<file path="config.mk">
export PLATFORM = sky130hd
export DESIGN_NAME = ipbu
export DESIGN_NICKNAME = d
export VERILOG_FILES = /design/src/rtl/ipbu_pkg.sv /design/src/rtl/ipbu_decode.sv /design/src/rtl/ipbu_addr_calc.sv /design/src/rtl/ipbu_next_sel.sv /design/src/rtl/ipbu.sv
export SDC_FILE = /design/constraint.sdc
export NUM_CORES = 1
export LEC_CHECK = 0
export ABC_AREA = 1
export CAP_MARGIN = 20
export CORE_MARGIN = 1.5
export CORE_UTILIZATION = 50
export CTS_CLUSTER_DIAMETER = 200
export DETAILED_ROUTE_END_ITERATION = 12
export DONT_BUFFER_PORTS = 1
export PLACE_DENSITY = 0.62
export REMOVE_ABC_BUFFERS = 1
export SYNTH_ARGS = -nofsm -noshare
export SYNTH_HDL_FRONTEND = slang
export SYNTH_SLANG_ARGS = --single-unit
</file>
<file path="constraint.sdc">
create_clock -name clk -period 10.5 [get_ports clk]
set_input_delay 2.1 -clock clk [delete_from_list [all_inputs] [get_ports clk]]
set_output_delay 2.1 -clock clk [all_outputs]
set_load 0.03 [all_outputs]
</file>
<file path="src/rtl/ipbu_pkg.sv">
// Package: shared constants and decoded-control type for the pointer unit.
// Assumes 8-bit opcodes whose control-flow values sit in 0x50..0x56.
package ipbu_pkg;

    localparam int OPC_W = 8;

    localparam logic [OPC_W-1:0] OPC_BR_EQ       = 8'h50;
    localparam logic [OPC_W-1:0] OPC_BR_EQ_LINK  = 8'h51;
    localparam logic [OPC_W-1:0] OPC_BR_NE       = 8'h52;
    localparam logic [OPC_W-1:0] OPC_BR_NE_LINK  = 8'h53;
    localparam logic [OPC_W-1:0] OPC_JMP_ABS     = 8'h54;
    localparam logic [OPC_W-1:0] OPC_JMP_IND     = 8'h55;
    localparam logic [OPC_W-1:0] OPC_JMP_LINK    = 8'h56;

    // Which address source the next pointer uses.
    typedef enum logic [1:0] {
        FLOW_SEQ = 2'd0,
        FLOW_REL = 2'd1,
        FLOW_ABS = 2'd2,
        FLOW_IND = 2'd3
    } flow_e;

    // Decoded control for one instruction.
    typedef struct packed {
        flow_e flow;
        logic  conditional;
        logic  cond_ne;
        logic  link;
    } ctrl_t;

endpackage

</file>
<file path="src/rtl/ipbu_decode.sv">
// Module: ipbu_decode
// Turns an opcode into flow-control fields. Any opcode outside the
// control-flow set decodes to plain sequential flow with no link.
module ipbu_decode
    import ipbu_pkg::*;
(
    input  logic [OPC_W-1:0] opcode,
    output ctrl_t            ctrl
);

    // Map each control-flow opcode onto its source, condition and link bit.
    always_comb begin
        ctrl = '{flow: FLOW_SEQ, conditional: 1'b0, cond_ne: 1'b0, link: 1'b0};
        unique case (opcode)
            OPC_BR_EQ:      ctrl = '{flow: FLOW_REL, conditional: 1'b1, cond_ne: 1'b0, link: 1'b0};
            OPC_BR_EQ_LINK: ctrl = '{flow: FLOW_REL, conditional: 1'b1, cond_ne: 1'b0, link: 1'b1};
            OPC_BR_NE:      ctrl = '{flow: FLOW_REL, conditional: 1'b1, cond_ne: 1'b1, link: 1'b0};
            OPC_BR_NE_LINK: ctrl = '{flow: FLOW_REL, conditional: 1'b1, cond_ne: 1'b1, link: 1'b1};
            OPC_JMP_ABS:    ctrl = '{flow: FLOW_ABS, conditional: 1'b0, cond_ne: 1'b0, link: 1'b0};
            OPC_JMP_IND:    ctrl = '{flow: FLOW_IND, conditional: 1'b0, cond_ne: 1'b0, link: 1'b0};
            OPC_JMP_LINK:   ctrl = '{flow: FLOW_ABS, conditional: 1'b0, cond_ne: 1'b0, link: 1'b1};
            default:        ctrl = '{flow: FLOW_SEQ, conditional: 1'b0, cond_ne: 1'b0, link: 1'b0};
        endcase
    end

endmodule

</file>
<file path="src/rtl/ipbu_addr_calc.sv">
// Module: ipbu_addr_calc
// Computes every candidate next address in parallel: sequential,
// relative (signed word offset), absolute (unsigned word target) and
// indirect (register value). Assumes WORD_BYTES is a power of two and
// PTR_W > IMM_W. All sums wrap modulo 2^PTR_W.
module ipbu_addr_calc #(
    parameter int PTR_W      = 64,
    parameter int IMM_W      = 32,
    parameter int WORD_BYTES = 8
) (
    input  logic [PTR_W-1:0] ptr,
    input  logic [IMM_W-1:0] imm,
    input  logic [PTR_W-1:0] reg_a,
    output logic [PTR_W-1:0] seq_addr,
    output logic [PTR_W-1:0] rel_addr,
    output logic [PTR_W-1:0] abs_addr,
    output logic [PTR_W-1:0] ind_addr
);

    localparam int SHIFT   = $clog2(WORD_BYTES);
    localparam int EXT_W   = PTR_W - IMM_W;

    logic [PTR_W-1:0] imm_sx;
    logic [PTR_W-1:0] imm_zx;

    // Widen the immediate both ways.
    always_comb begin
        imm_sx = {{EXT_W{imm[IMM_W-1]}}, imm};
        imm_zx = {{EXT_W{1'b0}}, imm};
    end

    // Form the four candidate addresses.
    always_comb begin
        seq_addr = ptr + PTR_W'(WORD_BYTES);
        rel_addr = seq_addr + (imm_sx << SHIFT);
        abs_addr = imm_zx << SHIFT;
        ind_addr = reg_a;
    end

endmodule

</file>
<file path="src/rtl/ipbu_next_sel.sv">
// Module: ipbu_next_sel
// Resolves the branch condition and picks the next pointer from the
// candidates; raises a link request when a linking form is taken.
module ipbu_next_sel
    import ipbu_pkg::*;
#(
    parameter int PTR_W = 64
) (
    input  ctrl_t            ctrl,
    input  logic             regs_equal,
    input  logic [PTR_W-1:0] seq_addr,
    input  logic [PTR_W-1:0] rel_addr,
    input  logic [PTR_W-1:0] abs_addr,
    input  logic [PTR_W-1:0] ind_addr,
    output logic [PTR_W-1:0] next_addr,
    output logic             link_req
);

    logic taken;

    // A conditional form is taken when equality matches its sense.
    always_comb begin
        if (ctrl.conditional)
            taken = regs_equal ^ ctrl.cond_ne;
        else
            taken = (ctrl.flow != FLOW_SEQ);
    end

    // Select the next address; untaken branches fall back to sequential.
    always_comb begin
        next_addr = seq_addr;
        if (taken) begin
            unique case (ctrl.flow)
                FLOW_REL: next_addr = rel_addr;
                FLOW_ABS: next_addr = abs_addr;
                FLOW_IND: next_addr = ind_addr;
                default:  next_addr = seq_addr;
            endcase
        end
    end

    // Link only on a taken linking form.
    always_comb link_req = ctrl.link && taken;

endmodule

</file>
<file path="src/rtl/ipbu.sv">
// Module: ipbu (top)
// Holds the instruction pointer and updates it once per step strobe.
// Assumes the surrounding core presents opcode, immediate and the two
// register values in the step cycle, and performs the link write itself.
module ipbu
    import ipbu_pkg::*;
#(
    parameter int PTR_W      = 64,
    parameter int IMM_W      = 32,
    parameter int WORD_BYTES = 8,
    parameter int RIDX_W     = 6,
    parameter int RET_REG    = 62
) (
    input  logic              clk,
    input  logic              rst_n,
    input  logic              step,
    input  logic [OPC_W-1:0]  opcode,
    input  logic [IMM_W-1:0]  imm,
    input  logic [PTR_W-1:0]  reg_a,
    input  logic [PTR_W-1:0]  reg_b,
    output logic [PTR_W-1:0]  fetch_addr,
    output logic [PTR_W-1:0]  next_addr,
    output logic              link_we,
    output logic [RIDX_W-1:0] link_idx,
    output logic [PTR_W-1:0]  link_data
);

    ctrl_t            ctrl;
    logic             regs_equal;
    logic             link_req;
    logic [PTR_W-1:0] ptr_q;
    logic [PTR_W-1:0] seq_addr, rel_addr, abs_addr, ind_addr;

    ipbu_decode u_decode (
        .opcode (opcode),
        .ctrl   (ctrl)
    );

    ipbu_addr_calc #(
        .PTR_W      (PTR_W),
        .IMM_W      (IMM_W),
        .WORD_BYTES (WORD_BYTES)
    ) u_calc (
        .ptr      (ptr_q),
        .imm      (imm),
        .reg_a    (reg_a),
        .seq_addr (seq_addr),
        .rel_addr (rel_addr),
        .abs_addr (abs_addr),
        .ind_addr (ind_addr)
    );

    // Register comparison feeding the conditional forms.
    always_comb regs_equal = (reg_a == reg_b);

    ipbu_next_sel #(
        .PTR_W (PTR_W)
    ) u_sel (
        .ctrl       (ctrl),
        .regs_equal (regs_equal),
        .seq_addr   (seq_addr),
        .rel_addr   (rel_addr),
        .abs_addr   (abs_addr),
        .ind_addr   (ind_addr),
        .next_addr  (next_addr),
        .link_req   (link_req)
    );

    // Pointer register: cleared by reset, updated only on a step.
    always_ff @(posedge clk) begin
        if (!rst_n)
            ptr_q <= '0;
        else if (step)
            ptr_q <= next_addr;
    end

    // Drive the fetch address and the link-write request.
    always_comb begin
        fetch_addr = ptr_q;
        link_we    = step && link_req;
        link_idx   = RIDX_W'(RET_REG);
        link_data  = seq_addr;
    end

endmodule

</file>
Word level (Yosys, flattened, before mapping):

Index checks and enable logic that the tools add are counted.

* add/subtract/negate cells: 2
* eq/ne operators: 11
* mux-type cells: 4
* bitwise gates (word level): 1
* reductions and logical operators: 3

Operators with widths (number)
* case mux 64 bit (3 select lines): 1
* adder 64 x 4 -> 64 bit, second input constant: 1
* adder 64 bit: 1
* == test 64 bit: 1
* 2-to-1 mux 64 bit: 1
* == test 8 x 7 -> 1 bit, second input constant: 7
* case mux 5 bit (7 select lines): 1
* == test 2 bit, second input constant: 2
* == test 2 x 1 -> 1 bit, second input constant: 1
* logical AND 1 bit: 2
* nonzero test 2 bit: 1
* 2-to-1 mux 1 bit: 1
* XOR 1 bit: 1

* register bits after elaboration: 64
* output and inout port bits: 199
* word-level logic and storage cells: 22

Depth between registers and ports, before layout:

Gate-level depths: netlist of run 1.

* depth after elaboration: 6
* gate-level depth with buffers: 29
* depth with buffers taken out: 29

Modules after synthesis:

Synthesis of run 1 repeated with hierarchy kept, for this count alone.

* cells, all modules: 2549
* area, all modules: 13546.7 um^2

Modules (own cells, without submodules)
* ipbu_addr_calc: times used 1, cells each 1558, area each 7953.9 um^2, seq. area each 0.0 um^2
* ipbu: times used 1, cells each 454, area each 3179.3 um^2, seq. area each 1281.2 um^2
* ipbu_next_sel: times used 1, cells each 511, area each 2293.4 um^2, seq. area each 0.0 um^2
* ipbu_decode: times used 1, cells each 26, area each 120.1 um^2, seq. area each 0.0 um^2

Worst setup path after synthesis of run 1:

No wires, ideal clock.

* path kind: input-to-output
* start: in imm[0]
* end: out next_addr[57]
* arrival time: 3881 ps
* data required time: 8400 ps
* path slack: 4519 ps
* stages: 16
* buffers on the path: 0
* cell sequence: ha_1 -> inv_1 -> fa_1 -> inv_1 -> nand3_1 -> nand3_1 -> nand2_1 -> nand2_1 -> nand2_1 -> nand3_1 -> nand3_1 -> nand3_1 -> nand3_1 -> nand3_1 -> nand2_1 -> inv_1

* cells in the longest elaborated chain, start to end: 3

RTL lines
* start: declaration: line ipbu.sv:18 `input logic [IMM_W-1:0] imm,`
* adder 64 bit: line ipbu_addr_calc.sv:35 `rel_addr = seq_addr + (imm_sx << SHIFT);`
* case mux 64 bit (3 select lines): line ipbu_next_sel.sv:33 `unique case (ctrl.flow)`
* 2-to-1 mux 64 bit: line ipbu_next_sel.sv:32 `if (taken) begin`
* end: declaration: line ipbu.sv:22 `output logic [PTR_W-1:0] next_addr,`

No other way between the ends.

Worst setup path in the final report of run 1:

* start: reg ptr_q[3], in the netlist fetch_addr[3]
* end: out next_addr[42]

* cells in the longest elaborated chain, start to end: 4

RTL lines
* start: declaration: line ipbu.sv:31 `logic [PTR_W-1:0] ptr_q;`
* start signal: assignment: line ipbu.sv:74 `ptr_q <= next_addr;`
* adder 64 x 4 -> 64 bit: line ipbu_addr_calc.sv:34 `seq_addr = ptr + PTR_W'(WORD_BYTES);`
* via link_data[23]: line ipbu.sv:25 `output logic [PTR_W-1:0] link_data`
* adder 64 bit: line ipbu_addr_calc.sv:35
* case mux 64 bit (3 select lines): line ipbu_next_sel.sv:33
* 2-to-1 mux 64 bit: line ipbu_next_sel.sv:32

The timed path passes the listed nets, and every way through them passes these cells.

==> run summary, run 1 <==
DR vias: 16,730
Detailed Route WL: 60,130 um
Maximum VDD drop: 92.54 uV
IO Pins: 370
Port Buffers: 0
Share of cells above drive strength 1: 0.02670
Final nets: 2,936
Area grow syn2layout: 4.688%
Reg-to-Reg End: fetch_addr[30]
Worst Hold Launch: fetch_addr[57]
Vias in the first global route: 15,160
Type of the most critical hold path: flip-flop to flip-flop
Post-Synthesis Cell Area: 13,160 sq um
Syn. warnings: 0
CTS max path bufs: 2
R2R cell count: 20
Ys flop type: dfxtp_1
Outcome: completed
Synth Instances: 2,717
Maximum clock rate: 127.3 MHz
Top post-synthesis cells by count: nand2_1, inv_1, nor2_1
Clock Pin Slew Worst Setup and Hold Paths: 0.06 ns
CP Data Required Time: 8.40 ns
Routability cong.: 1.089
Die Y-Extent: 165.2 um
Max reg flops: 64
Die Area: 27,300 sq um
Max-cap violation count: 0
Slew HR: 0.2468
Fraction of registers with async set/reset: 0
Hold Violations, Final: 0
Post-CTS setup buffer count: 0
CP startpoint kind: flip-flop
Cell Rows: 59
Design area: 13,770 sq um
Most common cell in the synthesized netlist: nand2_1
# H-tree levels: 3
Gates resized, CTS repair: 0
Worst slew pin tran: 1.127 ns
Worst Hold Depth: 2
Synthesized area per cell: 4.843 sq um
Overall Power: 1.214 mW
Top cells by area, synth: nand2_1, inv_1, dfxtp_1
Setup TNS: 0 ns
LEAKAGE: 8.441 nW
TritonCTS Buffers: 9
Post-route DRC: 0
Final setup violation count: 0
GRT overflow: 0
EDFF count, synth: 0
TritonCTS clock tree: yes
Critical path class: flip-flop to output port
Pwr Density: 88.14 nW/um^2
Initial DRC Count: 1,711
Final HPWL DP: 50,270 um
Final Skew: 0.004811 ns
R2R Path Start: fetch_addr[3]
Hold buffer count at CTS: 0
Clock Sinks: 64
GR Util All Layers: 0.4316
First-pass GRT wire length: 87,300 um
Hold EP: fetch_addr[57]
Pin count of the biggest net entering global routing: 93
ANT nets after route: 0
Critical path endpoint category: output port
Drt pass-1 iters: 9
Period minus WS final: 7.855 ns
Antenna violations before repair: 0
Synth Register Bits: 64
Post-DR vias/cell: 5.518
Sequential cell area fraction in the yosys report: 0.09738
Max-slew violations: 0
Initial core utilization: 0.5078
Crit Path Max Fanout: 7
Top-area cell type share of the netlist area: 0.3192
Clk_lat worst skew: 0.35 ns
Setup slack, reg-to-reg: 5.10 ns
Root buf cell: clkbuf_16
RSZ-0062 raised after global routing: false
Post-synthesis cell type count: 46
Post-synth top area cell: nand2_1
Die X: 165.2 um
Worst Path Arrival: 5.75 ns
Core footprint: 25,910 sq um
Placed cell areas: 13,420 sq um
Antenna cell count: 0
WL/cell: 19.83 um
Final period util: 0.7481
==> cell type report <==
class / count / area, sq um
fillers: 2926 / 12140
flip-flops and latches: 64 / 1281
inverters: 563 / 2113
clock inverters: 7 / 120.1
well taps: 335 / 419.2
clock buffers: 9 / 225.2
repair buffers: 16 / 120.1
multi-input cells: 2038 / 9495
==> metrics by stage <==
step | setup slack (ns) | hold WS, ns | std cells | utilization
after floorplan | 3.354 | 0.6672 | 2665 | -
after global placement | 2.970 | 0.7363 | 3015 | 0.5180
after detailed placement | 2.892 | 0.7237 | 3015 | 0.5180
after CTS | 2.864 | 0.7318 | 3031 | 0.5313
after global routing | 2.510 | 0.7616 | 3032 | 0.5316
final | 2.645 | 0.7310 | 3032 | 0.5316
==> worst max-delay path, cell delays in order, from the launching register on <==
cell      delay (ns)
dfxtp_1         0.68
ha_1            0.31
nand3_1         0.30
nor2_1          0.53
nand3b_1        0.14
nor2_1          0.24
xor2_1          0.87
ha_1            0.33
nand2_1         0.12
nor2_1          0.30
inv_1           0.09
nor2_1          0.22
nand3_1         0.11
nand3_1         0.29
nand2_1         0.13
nand3b_1        0.11
nand3_1         0.16
nand3_1         0.13
nand2_1         0.07
nand2_1         0.27
==> worst max-delay path by stage <==
stage                   from            end  slack, ns  depth (start not counted)
6_report       fetch_addr[3]  next_addr[42]       2.65                         19
5_1_grt        fetch_addr[3]  next_addr[43]       2.51                         19
4_1_cts        fetch_addr[3]  next_addr[61]       2.86                         22
3_5_place_dp       opcode[4]  next_addr[42]       2.89                          9
3_3_place_gp       opcode[4]  next_addr[42]       2.97                          9
2_1_floorplan      opcode[5]        link_we       3.35                          9
==> power breakdown <==
part / internal [mW] / switching (mW)
Combinational: 0.140 / 0.388
Clock: 0.233 / 0.131
Sequential: 0.259 / 0.0639
==> metal layers <==
layer  global-route usage  vias to the layer above  part of all wire
li1                     -                     8115                 -
met1               0.5546                     7459              0.40
met2               0.6717                      969              0.43
met3               0.1001                      188              0.12
met4               0.2191                        0             0.054
met5                    0                        -                 0
==> cells in the final DEF, fill, tap and decap left out, drive strengths merged, types with 9 or more instances in the layout <==
master  instances
inv           561
o21ai          49
nand4          21
xor2           66
o211ai         11
buf            16
nor2          295
nand3         202
a21oi         107
ha             72
dfxtp          64
nand3b         14
nor3           33
clkbuf          9
nand2        1124
==> kinds of logic (layout without fill, tap and decap cells) <==
kind of cell,after synthesis,count (layout),synth area share
adder cells (fa/ha/maj),73,73,0.06999
flip-flops,64,64,0.09738
AND/OR/NAND/NOR,1710,1710,0.5287
other,2,6,0.0005708
XOR/XNOR,72,72,0.04850
buffers and inverters,619,595,0.1823
AO/OA/AOI/OAI,177,177,0.07256
Power figures use the tool's default switching activity.
==> run 2: changes to the inputs <==
==> constraint.sdc (replaced) <==
create_clock -name clk -period 7.6 [get_ports clk]
set_input_delay 1.52 -clock clk [delete_from_list [all_inputs] [get_ports clk]]
set_output_delay 1.52 -clock clk [all_outputs]
set_load 0.03 [all_outputs]
==> run 2 against run 1 <==
Compared with the run above:
- routed wire length rose by 0.93%
- flip-flop and latch count did not move
- first-iteration DRC count rose by 21%
- cell count rose by 0.26%
- clock power rose by 43%
- final area rose by 0.50%
- combinational power rose by 38%
- global-route usage rose by 0.32 points
- via count rose by 0.75%
- critical endpoint is now next_addr[57]
==> run summary, run 2 (synthesis gave the netlist of run 1 again) <==
Core footprint: 25,910 sq um
Share of cells above drive strength 1: 0.02957
GRT overflow: 0
Post-DR vias/cell: 5.545
Slew HR: 0.3016
Hold buffer count at CTS: 0
LEAKAGE: 8.486 nW
Worst slew pin tran: 1.037 ns
Most frequent cells in the layout: nand2_1, inv_1, nor2_1, nand3_1, a21oi_1
Gates resized, CTS repair: 0
Maximum clock rate: 145.9 MHz
Maximum VDD drop: 123.3 uV
First-pass GRT wire length: 88,040 um
Vias in the first global route: 15,220
Antenna cell count: 0
P_sw: 811.8 uW
Antenna violations before repair: 2
Critical path class: flip-flop to output port
CP startpoint kind: flip-flop
GR Util All Layers: 0.4348
DR vias: 16,860
Cell Rows: 59
Internal Power: 885.1 uW
Period minus WS final: 6.852 ns
Drt pass-1 iters: 6
Worst Path Arrival: 5.33 ns
Pwr Density: 122.6 nW/um^2
Final HPWL DP: 50,680 um
Initial core utilization: 0.5078
Routability cong.: 1.055
Slowest stage delay, CP: 0.73 ns
Final period util: 0.9016
Die Y-Extent: 165.2 um
Port Buffers: 0
Sequential power share: 0.262
Most common cell after layout, fill and taps aside: nand2_1
Sw Ratio: 0.4784
CP top delay family: simple AND/OR/NAND/NOR gates
Worst Hold Launch: fetch_addr[57]
Post-route DRC: 0
Root buf cell: clkbuf_16
Die Area: 27,300 sq um
Final nets: 2,944
WL/cell: 19.96 um
Setup slack, reg-to-reg: 2.64 ns
Detailed Route WL: 60,690 um
Post-CTS setup buffer count: 0
Die X: 165.2 um
CTS max path bufs: 2
Post-Place Cells: 3,024
Max-cap violation count: 0
Clock Sinks: 64
Worst Hold Depth: 2
Final core occ: 0.5343
Final Skew: 0.008555 ns
Area grow syn2layout: 5.211%
R2R Path Start: fetch_addr[3]
Crit Path Max Fanout: 7
Max-slew violations: 0
TritonCTS Buffers: 9
Setup TNS: 0 ns
Hold Violations, Final: 0
# H-tree levels: 3
Final setup violation count: 0
TritonCTS clock tree: yes
R2R cell count: 19
IO Pins: 370
Critical path endpoint category: output port
Initial DRC Count: 2,071
Crit path cell chain: nand3_2, nor3_4, inv_1, nor2_1, xor2_1, ha_1, nand2_1, nor2_1, nand2_1, nor2_1, nand2_1, nand3_1, nand3_1, nand3_1, nand3_1, nand3_1, nand2_1, inv_1
Final cell count without fillers: 3,040
Outcome: completed
Reg-to-Reg End: fetch_addr[57]
Clock share of power: 0.307
CP Data Required Time: 6.08 ns
Hold slack: 0.7105 ns
Pin count of the biggest net entering global routing: 93
Most used cell, CP: nand3_1
Buffers & Inverters on Critical Path: 2
Slowest stage cell, crit path: xor2_1
Clk_lat worst skew: 0.35 ns
Max reg flops: 64
Clock Pin Slew Worst Setup and Hold Paths: 0.06 ns
Logic gate share of total power: 0.430
Hold EP: fetch_addr[57]
ANT nets after route: 0
Type of the most critical hold path: flip-flop to flip-flop
RSZ-0062 raised after global routing: false
run 2: changes by cell type in the layout (fill, tap and decap cells not counted):
cell      before  now
clkinv_4       2    1
buf_4         16   24
inv_6          0    1
clkbuf_8       0    1
clkinv_2       1    0
run 2: layout make-up:
cell class,count,area (sq um)
Clock buffer,10,239.0
Clock inverter,6,115.1
Fill cell,2955,12070
Inverter,563,2113
Multi-Input combinational cell,2038,9495
Sequential cell,64,1281
Tap cell,335,419.2
Timing Repair Buffer,24,180.2
run 2: stage by stage:
| step | total power [mW] | area, sq um | setup slack (ns) |
|---|---|---|---|
| after CTS | 1.671 | 13840 | 0.9165 |
| after detailed placement | 1.156 | 13490 | 1.316 |
| after global routing | 1.782 | 13840 | 0.5158 |
| final | 1.697 | 13840 | 0.7478 |
| after floorplan | 0.9644 | 12890 | 1.614 |
| after global placement | 1.147 | 13490 | 1.292 |
run 2: how the worst max path moves through the flow:
stage / cells after the start / start / to / slack (ns)
final: 18 / fetch_addr[3] / next_addr[57] / 0.75
after global routing: 20 / fetch_addr[7] / next_addr[43] / 0.52
after CTS: 21 / fetch_addr[44] / next_addr[63] / 0.92
after detailed placement: 21 / fetch_addr[44] / next_addr[63] / 1.32
after global placement: 21 / fetch_addr[44] / next_addr[63] / 1.29
after floorplan: 9 / opcode[5] / link_we / 1.61
run 2: per-layer routing:
| layer | GRT usage | share of wire | vias up |
|---|---|---|---|
| li1 | - | - | 8128 |
| met1 | 0.5554 | 0.40 | 7502 |
| met2 | 0.6719 | 0.42 | 1020 |
| met3 | 0.1066 | 0.12 | 203 |
| met4 | 0.2301 | 0.059 | 4 |
| met5 | 0 | 0.00038 | - |
run 2: worst reg2reg max path: stages (launching register included):
cell and delay [ns]:
dfxtp_1 0.65, nand3_2 0.31, nor3_4 0.34, inv_1 0.07, nor2_1 0.31, xor2_1 0.73, ha_1 0.31, nand2_1 0.15
nor2_1 0.36, nand2_1 0.24, nor2_1 0.15, nand2_1 0.06, nand3_1 0.28, nand3_1 0.18, nand2_1 0.10, nand2_1 0.05
nand3_1 0.14, nand3_1 0.13, nand2_1 0.19, a21oi_1 0.08
run 2: power groups by stage:
stage | Combinational, mW | Clock, mW | Sequential [mW]
floorplan | 0.531 | 0 | 0.434
global placement | 0.696 | 0 | 0.450
detailed placement | 0.706 | 0 | 0.451
CTS | 0.709 | 0.519 | 0.443
global route | 0.801 | 0.533 | 0.447
finish | 0.730 | 0.522 | 0.445
==> run 3: changes to the inputs <==
--- a/config.mk
+++ b/config.mk
@@ -12,7 +12,7 @@
 export CTS_CLUSTER_DIAMETER = 200
 export DETAILED_ROUTE_END_ITERATION = 12
 export DONT_BUFFER_PORTS = 1
-export PLACE_DENSITY = 0.62
+export PLACE_DENSITY_LB_ADDON = 0.05
 export REMOVE_ABC_BUFFERS = 1
 export SYNTH_ARGS = -nofsm -noshare
 export SYNTH_HDL_FRONTEND = slang
==> run 3 against run 2 <==
Compared with the run above:
- combinational power hardly changed
- maximum frequency up 0.48%
- die area did not move
- critical path depth grew 4
- highest routed layer unchanged
==> run summary, run 3 (synthesis gave the netlist of run 1 again) <==
Final core occ: 0.5324
Post-route DRC: 0
IO Pins: 370
TritonCTS Buffers: 9
Hold Violations, Final: 0
Maximum clock rate: 146.6 MHz
Die Area: 27,300 sq um
CP Data Required Time: 6.08 ns
WL/cell: 19.79 um
Final setup violation count: 0
RSZ-0062 raised after global routing: false
Die Y-Extent: 165.2 um
Detailed Route WL: 60,120 um
Worst Path Arrival: 5.30 ns
Clk_lat worst skew: 0.35 ns
Routability cong.: 1.081
GR Util All Layers: 0.4330
Outcome: completed
ANT nets after route: 0
GRT overflow: 0
Design area: 13,790 sq um
Setup TNS: 0 ns
Fill cell count: 2,952
Port Buffers: 0
Placed cell areas: 13,470 sq um
Die X: 165.2 um
Type of the most critical hold path: flip-flop to flip-flop
Max-slew violations: 0
Vias in the first global route: 14,830
CTS max path bufs: 2
TritonCTS clock tree: yes
Hold buffer count at CTS: 0
Area of the multi-input gates: 9495 sq um
LEAKAGE: 8.457 nW
Clock Pin Slew Worst Setup and Hold Paths: 0.07 ns
Critical path class: flip-flop to output port
Maximum VDD drop: 98.55 uV
Antenna violations before repair: 1
Post-CTS setup buffer count: 0
Initial DRC Count: 1,963
Cell Rows: 59
Share of cells above drive strength 1: 0.02850
Post-DR vias/cell: 5.490
Final period util: 0.8973
Critical path endpoint category: output port
Period minus WS final: 6.819 ns
Core footprint: 25,910 sq um
Worst slew pin tran: 1.096 ns
DR vias: 16,670
Max-cap violation count: 0
Root buf cell: clkbuf_16
Initial core utilization: 0.5078
Antenna cell count: 0
Most frequent cells in the layout: nand2_1, inv_1, nor2_1, nand3_1, a21oi_1
Drt pass-1 iters: 8
Clock Sinks: 64
Pin count of the biggest net entering global routing: 93
Area grow syn2layout: 4.840%
CP startpoint kind: flip-flop
Gates resized, CTS repair: 0
# H-tree levels: 3
Max reg flops: 64
Most common cell after layout, fill and taps aside: nand2_1
Final nets: 2,941
Register area: 1281 sq um
Crit Path Max Fanout: 7
Pwr Density: 120.1 nW/um^2
First-pass GRT wire length: 87,350 um
Final HPWL DP: 50,590 um
Hold slack: 0.7249 ns
Final Skew: 0.005952 ns
Slew HR: 0.2671
[run 3: critical path, cell delays in order, from the launching register on]
cell and delay [ns]:
dfxtp_1 0.69, ha_1 0.32, nand3_1 0.19, nor2_2 0.24, nand2_2 0.17, inv_2 0.15
nand3_1 0.13, nor2_1 0.16, xor2_1 0.09, buf_4 0.22, ha_1 0.41, nand2_1 0.23
nor2_1 0.20, inv_1 0.08, nor2_1 0.23, nand2_1 0.28, nor2_1 0.16, nand2_1 0.13
nand4_1 0.12, nand3_1 0.20, nand3_1 0.16, nand2_1 0.07, nand2_1 0.30
[run 3: worst paths after layout]
path | startpoint | endpoint | slack (ns) | cells past startpoint
worst max-delay path | fetch_addr[3] | next_addr[47] | 0.78 | 22
worst max register to register | fetch_addr[3] | fetch_addr[47] | 2.67 | 25
worst min register to register | fetch_addr[57] | fetch_addr[57] | 0.72 | 2
worst min-delay path | fetch_addr[57] | fetch_addr[57] | 0.72 | 2
[run 3: stage by stage]
stage               power, mW  instances  setup WS [ns]
finish                  1.657       3037         0.7806
global route            1.746       3037         0.6080
CTS                     1.636       3037         0.9223
detailed placement      1.157       3021          1.328
global placement        1.150       3021          1.351
floorplan              0.9644       2665          1.614
[run 3: routing by layer]
layer | global-route usage | vias to the layer above | part of all wire
met1 | 0.5529 | 7342 | 0.40
met3 | 0.1176 | 173 | 0.12
met2 | 0.6714 | 1037 | 0.43
met4 | 0.2072 | 2 | 0.051
met5 | 0 | - | 0.00022
li1 | - | 8119 | -
[run 3: power by group]
part | switching (mW) | total (mW) | internal [mW]
logic | 0.535 | 0.729 | 0.194
clock network | 0.191 | 0.483 | 0.291
registers | 0.0878 | 0.445 | 0.358
[run 3: layout make-up]
type | count | area share
Sequential cell | 64 | 0.09288
Clock inverter | 7 | 0.007438
Tap cell | 335 | 0.03039
Multi-Input combinational cell | 2038 | 0.6883
Clock buffer | 9 | 0.01633
Timing Repair Buffer | 21 | 0.01143
Inverter | 563 | 0.1532
